===== src/rtl/seq_pkg.sv =====
package seq_pkg;
   typedef enum logic {
      SHIFT_LSB_IN = 1'b0,
      SHIFT_MSB_IN = 1'b1
   } shift_order_e;

   typedef enum logic {
      OPC_LOW  = 1'b0,
      OPC_HIGH = 1'b1
   } field_order_e;
endpackage


===== src/rtl/seq_dest_shifter.sv =====
module seq_dest_shifter #(
   parameter int                   WIDTH = 16,
   parameter seq_pkg::shift_order_e ORDER = seq_pkg::SHIFT_MSB_IN
) (
   input  logic             clk,
   input  logic             rst_n,
   input  logic             shift_en,
   input  logic             din,
   output logic [WIDTH-1:0] dest_q
);
   logic [WIDTH-1:0] dest_nx;

   generate
      if (WIDTH < 2) begin : g_bad_width
         $error("seq_dest_shifter: WIDTH must be at least 2");
      end
      if (ORDER == seq_pkg::SHIFT_MSB_IN) begin : g_msb_first
         always_comb dest_nx = {dest_q[WIDTH-2:0], din};
      end else begin : g_lsb_first
         always_comb dest_nx = {din, dest_q[WIDTH-1:1]};
      end
   endgenerate

   always_ff @(posedge clk or negedge rst_n) begin
      if (!rst_n) begin
         dest_q <= '0;
      end else if (shift_en) begin
         dest_q <= dest_nx;
      end
   end
endmodule


===== src/rtl/seq_prog_counter.sv =====
module seq_prog_counter #(
   parameter int WIDTH = 16
) (
   input  logic             clk,
   input  logic             rst_n,
   input  logic             load,
   input  logic [WIDTH-1:0] load_val,
   output logic [WIDTH-1:0] pc_q
);
   localparam logic [WIDTH-1:0] STEP = WIDTH'(1);

   generate
      if (WIDTH < 1) begin : g_bad_width
         $error("seq_prog_counter: WIDTH must be positive");
      end
   endgenerate

   always_ff @(posedge clk or negedge rst_n) begin
      if (!rst_n) begin
         pc_q <= '0;
      end else if (load) begin
         pc_q <= load_val;
      end else begin
         pc_q <= pc_q + STEP;
      end
   end
endmodule


===== src/rtl/seq_word_split.sv =====
module seq_word_split #(
   parameter int                   WORD_W = 8,
   parameter int                   OP_W   = 4,
   parameter seq_pkg::field_order_e FIELDS = seq_pkg::OPC_HIGH,
   localparam int                  ADDR_W = WORD_W - OP_W
) (
   input  logic [WORD_W-1:0] word,
   output logic [OP_W-1:0]   opc,
   output logic [ADDR_W-1:0] opnd
);
   generate
      if (OP_W < 1 || OP_W >= WORD_W) begin : g_bad_split
         $error("seq_word_split: OP_W must leave room for an operand");
      end
      if (FIELDS == seq_pkg::OPC_HIGH) begin : g_opc_high
         assign opc  = word[WORD_W-1 -: OP_W];
         assign opnd = word[ADDR_W-1:0];
      end else begin : g_opc_low
         assign opc  = word[OP_W-1:0];
         assign opnd = word[WORD_W-1 -: ADDR_W];
      end
   endgenerate
endmodule


===== src/rtl/seq_branch_fetch.sv =====
module seq_branch_fetch #(
   parameter int                   PC_W   = 16,
   parameter int                   WORD_W = 8,
   parameter int                   OP_W   = 4,
   parameter seq_pkg::shift_order_e ORDER  = seq_pkg::SHIFT_MSB_IN,
   parameter seq_pkg::field_order_e FIELDS = seq_pkg::OPC_HIGH,
   localparam int                  ADDR_W = WORD_W - OP_W
) (
   input  logic              clk,
   input  logic              rst_n,
   input  logic              dbit,
   input  logic              dest_sel,
   input  logic              shift_stb,
   input  logic              jump_pulse,
   input  logic [WORD_W-1:0] rom_word,
   output logic [PC_W-1:0]   rom_addr,
   output logic [OP_W-1:0]   opcode,
   output logic [ADDR_W-1:0] operand
);
   logic [PC_W-1:0] dest_q;
   logic            store_hit;

   assign store_hit = dest_sel & shift_stb;

   seq_dest_shifter #(.WIDTH(PC_W), .ORDER(ORDER)) i_dest (
      .clk      (clk),
      .rst_n    (rst_n),
      .shift_en (store_hit),
      .din      (dbit),
      .dest_q   (dest_q)
   );

   seq_prog_counter #(.WIDTH(PC_W)) i_pc (
      .clk      (clk),
      .rst_n    (rst_n),
      .load     (jump_pulse),
      .load_val (dest_q),
      .pc_q     (rom_addr)
   );

   seq_word_split #(.WORD_W(WORD_W), .OP_W(OP_W), .FIELDS(FIELDS)) i_split (
      .word (rom_word),
      .opc  (opcode),
      .opnd (operand)
   );
endmodule


===== config.mk =====
export PLATFORM = sky130hd
export DESIGN_NAME = seq_branch_fetch
export DESIGN_NICKNAME = d
export VERILOG_FILES = /design/src/rtl/seq_pkg.sv /design/src/rtl/seq_dest_shifter.sv /design/src/rtl/seq_prog_counter.sv /design/src/rtl/seq_word_split.sv /design/src/rtl/seq_branch_fetch.sv
export SDC_FILE = /design/constraint.sdc
export NUM_CORES = 1
export LEC_CHECK = 0
export ABC_AREA = 1
export CAP_MARGIN = 20
export CORE_MARGIN = 4
export CORE_UTILIZATION = 55
export CTS_BUF_LIST = sky130_fd_sc_hd__clkbuf_4 sky130_fd_sc_hd__clkbuf_8
export DETAILED_ROUTE_END_ITERATION = 12
export GPL_TIMING_DRIVEN = 0
export PLACE_DENSITY = 0.87
export SYNTH_ARGS = -nofsm -noshare
export SYNTH_HDL_FRONTEND = slang
export SYNTH_SLANG_ARGS = --single-unit

===== constraint.sdc =====
create_clock -name clk -period 2.13 [get_ports clk]
set_input_delay 0.3195 -clock clk [delete_from_list [all_inputs] [get_ports clk]]
set_output_delay 0.3195 -clock clk [all_outputs]
set_load 0.01 [all_outputs]

; After elaboration in Yosys (flattened, before gate mapping)
; Index checks and enable logic that the tools add are counted.
[op_classes]
bitwise_logic = 1
shifts = 0
div = 0
eq_ne = 0
n_lt_le_gt_ge = 0
add_sub_neg = 1
multipliers = 0
n_reduce_logical = 0
muxes = 1
[op_table]
columns = op, n
row1 = $add 16x1->16 const B, 1
row2 = $mux 16, 1
row3 = $and 1x1->1, 1
[word_totals]
word_cells = 5
ram_bits = 0
input_bits = 14
romBits = 0
latchBits = 0
reg_bits = 32
mem_count = 0

; Depth between registers and ports, before layout
; Gate-level depths: netlist of the first run.
[logic_depth]
depth_word = 2
depth_mapped = 8

; Cells and area by module
; A second synthesis of the first run with hierarchy kept.
[hier_totals]
hier_cells = 218
hier_area_um2 = 1739.2
[modules_own_cells]
columns = mod, cells_per_inst, area_per_inst_um2, n_inst, seq_area_each_um2
row1 = seq_prog_counter, 140, 987.2, 1, 400.4
row2 = seq_dest_shifter, 68, 684.4, 1, 400.4
row3 = seq_word_split, 8, 60.1, 1, 0.0
row4 = seq_branch_fetch, 2, 7.5, 1, 0.0

; Worst setup path before layout of the first run
; No wires, ideal clock.
[synth_timing]
kind = register to register
start = reg i_pc.pc_q[0]
end = reg i_pc.pc_q[10]
stages_incl_launch_ff = 9
arrival_ns = 1.147
n_path_buf = 0
required_time_ns = 2.013
slack_ns = 0.865
path_cell_list = dfrtp_1 ha_1 nand3_1 inv_1 nand2_2 inv_1 nand3_1 nand3_1 nand2_1
[synth_via]
elab_chain_cells = 2
[synth_lines]
columns = element, line
row1 = "start, declared", seq_prog_counter.sv:8  ; output logic [WIDTH-1:0] pc_q
row2 = "start signal, assigned", seq_prog_counter.sv:22  ; pc_q <= load_val;
row3 = "start signal, assigned", seq_prog_counter.sv:24  ; pc_q <= pc_q + STEP;
row4 = $add 16x1->16, seq_prog_counter.sv:24
row5 = $mux 16, seq_prog_counter.sv:21  ; end else if (load) begin
; No other way between the ends.
; A chain may end at the register's enable or synchronous reset.

; Worst setup path in the final report of the first run
[layout_timing]
start = reg i_pc.pc_q[7]
end = out rom_addr[7]
[layout_lines]
columns = element, line
row1 = "end, declared", seq_branch_fetch.sv:16  ; output logic [PC_W-1:0] rom_addr,
; No word-level cell between the ends.

==> results.sh, run 1 <==
export IMPL_status="completed"
export IMPL_skew_ps=7.80
export IMPL_firstDrtPassIters=4
export IMPL_post_cts_repair_setup_buffers=0
export IMPL_worst_path_max_fanout=5
export IMPL_grt_use_met1=0.246
export IMPL_die_area_um2=3820
export IMPL_worstPathCellList="clkdlybuf4s50_1"
export IMPL_synthesis_nets=205
export IMPL_nFillCells=215
export IMPL_cpPeakStageDelay_ps=570
export IMPL_crit_path_end_kind="output port"
export IMPL_synth_seq_cells=32
export IMPL_finalCritPeriodShare=0.779
export IMPL_ant_nets=0
export IMPL_placed_cells_incl_taps=250
export IMPL_finalSetupViolations=0
export IMPL_path_buf_inv=1
export IMPL_syn_avg_cell_area_um2=8.38
export IMPL_critical_path_class="reg -> out"
export IMPL_met2_usage=0.320
export IMPL_layout_commonest_cell="nand2_1"
export IMPL_gp_congestion=0.838
export IMPL_yosys_warnings=0
export IMPL_synthCells=190
export IMPL_tns_ps=0
export IMPL_syn_area_um2=1590
export IMPL_overflow=0
export IMPL_chipWidth_um=61.8
export IMPL_leakagePower_nw=0.949
export IMPL_drive_gt1_frac=0.150
export IMPL_critPathLaunchType="flip-flop"
export IMPL_drv_slew=0
export IMPL_synth_edf_count=0
export IMPL_cts_buffer_depth=2
export IMPL_htree_levels=2
export IMPL_hold_buffers=0
export IMPL_port_buffer_count=29
export IMPL_place_hpwl_um=2450
export IMPL_yosys_top_cells_area="dfrtp_1, nand2_1, nand3_1"
export IMPL_finalPower_mw=1.83
export IMPL_finalHoldViolCount=0
export IMPL_worstPathRequired_ps=1810
export IMPL_layout_min_cycle_time_ps=1660
export IMPL_clock_latency_ps=320
export IMPL_n_antenna_cell=0
export IMPL_antenna_found_initial=0
export IMPL_met3_usage=0.0558
export IMPL_synth_main_ff_cell="dfrtp_1"
export IMPL_slew_headroom=0.541
export IMPL_clock_fmax_mhz=602
export IMPL_synth_top_area_share=0.503
export IMPL_cp_arrival_ps=1340
export IMPL_drc=0
export IMPL_vias_per_cell=5.21
export IMPL_tritoncts="built"
export IMPL_seqCellArea_um2=801
export IMPL_cts_sinks=32
export IMPL_grt_max_degree=33
export IMPL_grt_busiest_layer="met2"
export IMPL_rsz0062_at_grt="no"
export IMPL_yosysSeqAreaShare=0.503
export IMPL_grt_pass1_vias=1194
export IMPL_cts_resized=0
export IMPL_fp_dieH_um=61.8
export IMPL_yosysTopAreaCell="dfrtp_1"
export IMPL_async_flop_share=1.00
export IMPL_final_cells=257
export IMPL_final_cell_mix="nand2_1, dfrtp_1, clkdlybuf4s50_1"
export IMPL_num_rows=19
export IMPL_cpLargestDelayFamily="buffers and inverters"
export IMPL_area_delta_synth_final_pct=24.4
export IMPL_io_pins=38
export IMPL_multi_input_area_um2=642
export IMPL_coreArea_um2=2760
export IMPL_wl_per_cell_um=12.8
export IMPL_clockRootBuffer="clkbuf_4"
export IMPL_yosysUniqueCellTypes=23
export IMPL_slowest_stage="clkdlybuf4s50_1"
export IMPL_start_util=0.578
export IMPL_max_slew_worst_pin_slew_ps=689
export IMPL_fin_nets=241
export IMPL_grtUsageTotal=0.196
export IMPL_grt_pass1_wl_um=5380
export IMPL_powerDensity_nw_per_um2=922
export IMPL_drt_iter0_markers=55
export IMPL_path_clk_slew_ps=90
export IMPL_totalWireLength_um=3280
export IMPL_drv_cap=0
export IMPL_vias=1340
export IMPL_irDropWorstVdd_mv=0.657
export IMPL_cts_made_buffers=5
export IMPL_hp_class="in -> async"
[state kept, by name, summed over array words and instances (netlist names)]
signal	flops
i_dest.dest_q	16
i_pc.pc_q	16
[synthesized netlist by cell type (3+ instances only)]
| master | number |
|---|---|
| nand3_1 | 16 |
| inv_1 | 17 |
| nand2_2 | 3 |
| nor2_1 | 16 |
| mux2_2 | 6 |
| buf_2 | 3 |
| o21ai_0 | 12 |
| buf_4 | 9 |
| a21oi_1 | 5 |
| dfrtp_1 | 32 |
| o21bai_1 | 5 |
| nand2_1 | 51 |
[per-layer routing]
| metal | routed length (um) | up-vias |
|---|---|---|
| li1 | - | 678 |
| met1 | 1420 | 616 |
| met2 | 1560 | 38 |
| met3 | 225 | 8 |
| met4 | 77 | 0 |
| met5 | 0 | - |
[worst paths after layout]
path | cells after the start | slack, ps | start | endpoint
worst min-delay path | 1 | 30 | rst_n | i_dest.dest_q[2]$_DFFE_PN0P_
min in group clk | 2 | 470 | i_dest.dest_q[14]$_DFFE_PN0P_ | i_pc.pc_q[14]$_DFF_PN0_
worst min register to register | 2 | 470 | i_dest.dest_q[14]$_DFFE_PN0P_ | i_pc.pc_q[14]$_DFF_PN0_
max in group asynchronous | 1 | 1660 | rst_n | i_pc.pc_q[12]$_DFF_PN0_
worst max-delay path | 1 | 470 | i_pc.pc_q[7]$_DFF_PN0_ | rom_addr[7]
worst max register to register | 8 | 750 | i_pc.pc_q[0]$_DFF_PN0_ | i_pc.pc_q[10]$_DFF_PN0_
[through the flow]
step                      hold WS, ps  setup slack (ps)   util  area (um^2)
final                            31.3               470  0.719         1980
after global routing             70.5               400  0.719         1980
after CTS                        47.8               465  0.719         1980
after detailed placement          402               624  0.695         1920
after global placement            458               141  0.697         1920
after floorplan                  23.9               865      -         1590
[kinds of logic (layout without fill, tap and decap cells)]
| kind of cell | after synthesis | count (layout) | share of synthesized area |
|---|---|---|---|
| simple gates | 93 | 93 | 0.251 |
| flops | 32 | 32 | 0.503 |
| buf+inv | 30 | 66 | 0.0943 |
| compound gates | 26 | 26 | 0.0911 |
| mux | 6 | 6 | 0.0424 |
| xor+xnor | 2 | 2 | 0.0110 |
| fa+ha+maj | 1 | 1 | 0.00785 |
[final cells by class]
class / instances / area share
buffer: 12 / 0.0417
clock buffer: 7 / 0.0328
inverter: 18 / 0.0341
multi-input combinational: 128 / 0.324
sequential: 32 / 0.404
tap: 31 / 0.0196
timing repair buffer: 29 / 0.144
[report_power, final]
| group | internal, mW | total [mW] | leakage [nW] | switching [mW] |
|---|---|---|---|---|
| registers | 0.762 | 0.909 | 0.390 | 0.147 |
| clock network | 0.187 | 0.382 | 0.0374 | 0.195 |
| logic | 0.289 | 0.536 | 0.522 | 0.248 |
Note: power is estimated with default switching activity, not from simulation.
==> run 2: changes to the inputs <==
--- a/config.mk
+++ b/config.mk
@@ -8,11 +8,11 @@
 export ABC_AREA = 1
 export CAP_MARGIN = 20
 export CORE_MARGIN = 4
-export CORE_UTILIZATION = 55
+export CORE_UTILIZATION = 51
 export CTS_BUF_LIST = sky130_fd_sc_hd__clkbuf_4 sky130_fd_sc_hd__clkbuf_8
 export DETAILED_ROUTE_END_ITERATION = 12
 export GPL_TIMING_DRIVEN = 0
-export PLACE_DENSITY = 0.87
+export PLACE_DENSITY = 0.82
 export SYNTH_ARGS = -nofsm -noshare
 export SYNTH_HDL_FRONTEND = slang
 export SYNTH_SLANG_ARGS = --single-unit
==> constraint.sdc (replaced) <==
create_clock -name clk -period 1.7 [get_ports clk]
set_input_delay 0.255 -clock clk [delete_from_list [all_inputs] [get_ports clk]]
set_output_delay 0.255 -clock clk [all_outputs]
set_load 0.01 [all_outputs]
==> results.sh, run 2 (synthesized netlist as in run 1, its figures left out) <==
export IMPL_drc=0
export IMPL_layout_commonest_cell="nand2_1"
export IMPL_n_antenna_cell=0
export IMPL_coreArea_um2=3030
export IMPL_cts_sinks=32
export IMPL_grt_max_degree=33
export IMPL_critPathLaunchType="flip-flop"
export IMPL_wl_per_cell_um=11.9
export IMPL_cpLargestDelayFamily="buffers and inverters"
export IMPL_crit_cells=1
export IMPL_reg_top3="i_dest.dest_q: 16 flops, i_pc.pc_q: 16 flops"
export IMPL_clockRootBuffer="clkbuf_4"
export IMPL_start_util=0.526
export IMPL_layout_min_cycle_time_ps=1610
export IMPL_finalHoldViolCount=0
export IMPL_vias_per_cell=5.02
export IMPL_port_buffer_count=29
export IMPL_die_area_um2=4080
export IMPL_worst_path_max_fanout=6
export IMPL_vias=1361
export IMPL_ant_nets=0
export IMPL_grtUsageTotal=0.181
export IMPL_skew_ps=11.3
export IMPL_drt_iter0_markers=50
export IMPL_leakagePower_nw=0.946
export IMPL_crit_path_end_kind="output port"
export IMPL_slew_headroom=0.541
export IMPL_worstPathCellList="clkdlybuf4s50_1"
export IMPL_finalSetupViolations=0
export IMPL_critical_path_class="reg -> out"
export IMPL_path_buf_inv=1
export IMPL_cts_made_buffers=5
export IMPL_worstPathRequired_ps=1440
export IMPL_place_hpwl_um=2390
export IMPL_switching_share=0.332
export IMPL_gp_congestion=0.840
export IMPL_fin_area_um2=1990
export IMPL_num_rows=20
export IMPL_drv_slew=0
export IMPL_chipWidth_um=63.9
export IMPL_overflow=0
export IMPL_comb_power_share=0.299
export IMPL_grt_pass1_vias=1338
export IMPL_status="completed"
export IMPL_netSwitchingPower_uw=741
export IMPL_finalCritPeriodShare=0.947
export IMPL_io_pins=38
export IMPL_hp_class="in -> async"
export IMPL_path_clk_slew_ps=100
export IMPL_powerDensity_nw_per_um2=1120
export IMPL_ff2ff_path_depth=8
export IMPL_irDropWorstVdd_mv=0.577
export IMPL_area_delta_synth_final_pct=25.2
export IMPL_grt_pass1_wl_um=5730
export IMPL_placed_area_um2=1930
export IMPL_cp_arrival_ps=1350
export IMPL_p_seq_frac=0.512
export IMPL_fin_nets=242
export IMPL_htree_levels=2
export IMPL_nFillCells=272
export IMPL_p_clk_frac=0.189
export IMPL_clock_latency_ps=340
export IMPL_seqCellArea_um2=802
export IMPL_drive_gt1_frac=0.154
export IMPL_rsz0062_at_grt="no"
export IMPL_slowest_stage="clkdlybuf4s50_1"
export IMPL_fp_dieH_um=63.9
export IMPL_p_int_mw=1.49
export IMPL_clock_fmax_mhz=621
export IMPL_multi_input_area_um2=642
export IMPL_tritoncts="built"
export IMPL_max_slew_worst_pin_slew_ps=688
export IMPL_firstDrtPassIters=4
export IMPL_antenna_found_initial=0
export IMPL_cts_buffer_depth=2
export IMPL_totalWireLength_um=3230
export IMPL_hold_ws_ps=484
export IMPL_drv_cap=0
export IMPL_final_cell_mix="nand2_1, dfrtp_1, clkdlybuf4s50_1"
export IMPL_cpPeakStageDelay_ps=570
## run 2: layout make-up
class	count	area share
Buffer	12	0.0414
Clock inverter	1	0.00251
Inverter	18	0.0339
Tap cell	44	0.0276
Timing Repair Buffer	30	0.148
Multi-Input combinational cell	128	0.322
Clock buffer	6	0.0226
Sequential cell	32	0.402
## run 2: timing repair
action | in CTS | in global routing
hold buffers | 1 | 0
setup buffers | 0 | 0
gates resized for setup | 0 | 1
setup endpoints to repair | 0 | 1
hold endpoints to repair | 32 | 0
## run 2: metal layers
| layer | wire length [um] | up-vias | GRT usage |
|---|---|---|---|
| met5 | 0 | - | 0 |
| met4 | 54 | 0 | 0.0782 |
| met3 | 178 | 4 | 0.0668 |
| met2 | 1530 | 34 | 0.272 |
| met1 | 1470 | 648 | 0.232 |
| li1 | - | 675 | - |
## run 2: worst paths after layout
path | slack [ps] | endpoint | from
worst max-delay path | 90 | rom_addr[10] | i_pc.pc_q[10]$_DFF_PN0_
max in group asynchronous | 740 | i_pc.pc_q[7]$_DFF_PN0_ | rst_n
worst min register to register | 490 | i_pc.pc_q[14]$_DFF_PN0_ | i_dest.dest_q[14]$_DFFE_PN0P_
worst max register to register | 340 | i_pc.pc_q[8]$_DFF_PN0_ | i_pc.pc_q[0]$_DFF_PN0_
worst min-delay path | 480 | i_pc.pc_q[13]$_DFF_PN0_ | rst_n
min in group clk | 490 | i_pc.pc_q[14]$_DFF_PN0_ | i_dest.dest_q[14]$_DFFE_PN0P_
## run 2: per-stage QoR
| step | setup slack, ps | TNS [ps] | power [mW] | utilization | instances |
|---|---|---|---|---|---|
| floorplan | 435 | 0 | 1.49 | - | 190 |
| global placement | -212 | -6770 | 1.80 | 0.640 | 263 |
| detailed placement | 257 | 0 | 1.82 | 0.638 | 263 |
| CTS | 73.4 | 0 | 2.24 | 0.658 | 271 |
| global route | 13.0 | 0 | 2.39 | 0.659 | 271 |
| finish | 90.6 | 0 | 2.23 | 0.659 | 271 |
## run 2: power by group through the flow
stage | logic, mW | registers, mW | clock network (mW)
3_5_place_dp | 0.672 | 1.15 | 0
2_1_floorplan | 0.332 | 1.15 | 0
6_report | 0.667 | 1.14 | 0.421
3_3_place_gp | 0.654 | 1.14 | 0
4_1_cts | 0.677 | 1.14 | 0.429
5_1_grt | 0.744 | 1.18 | 0.471
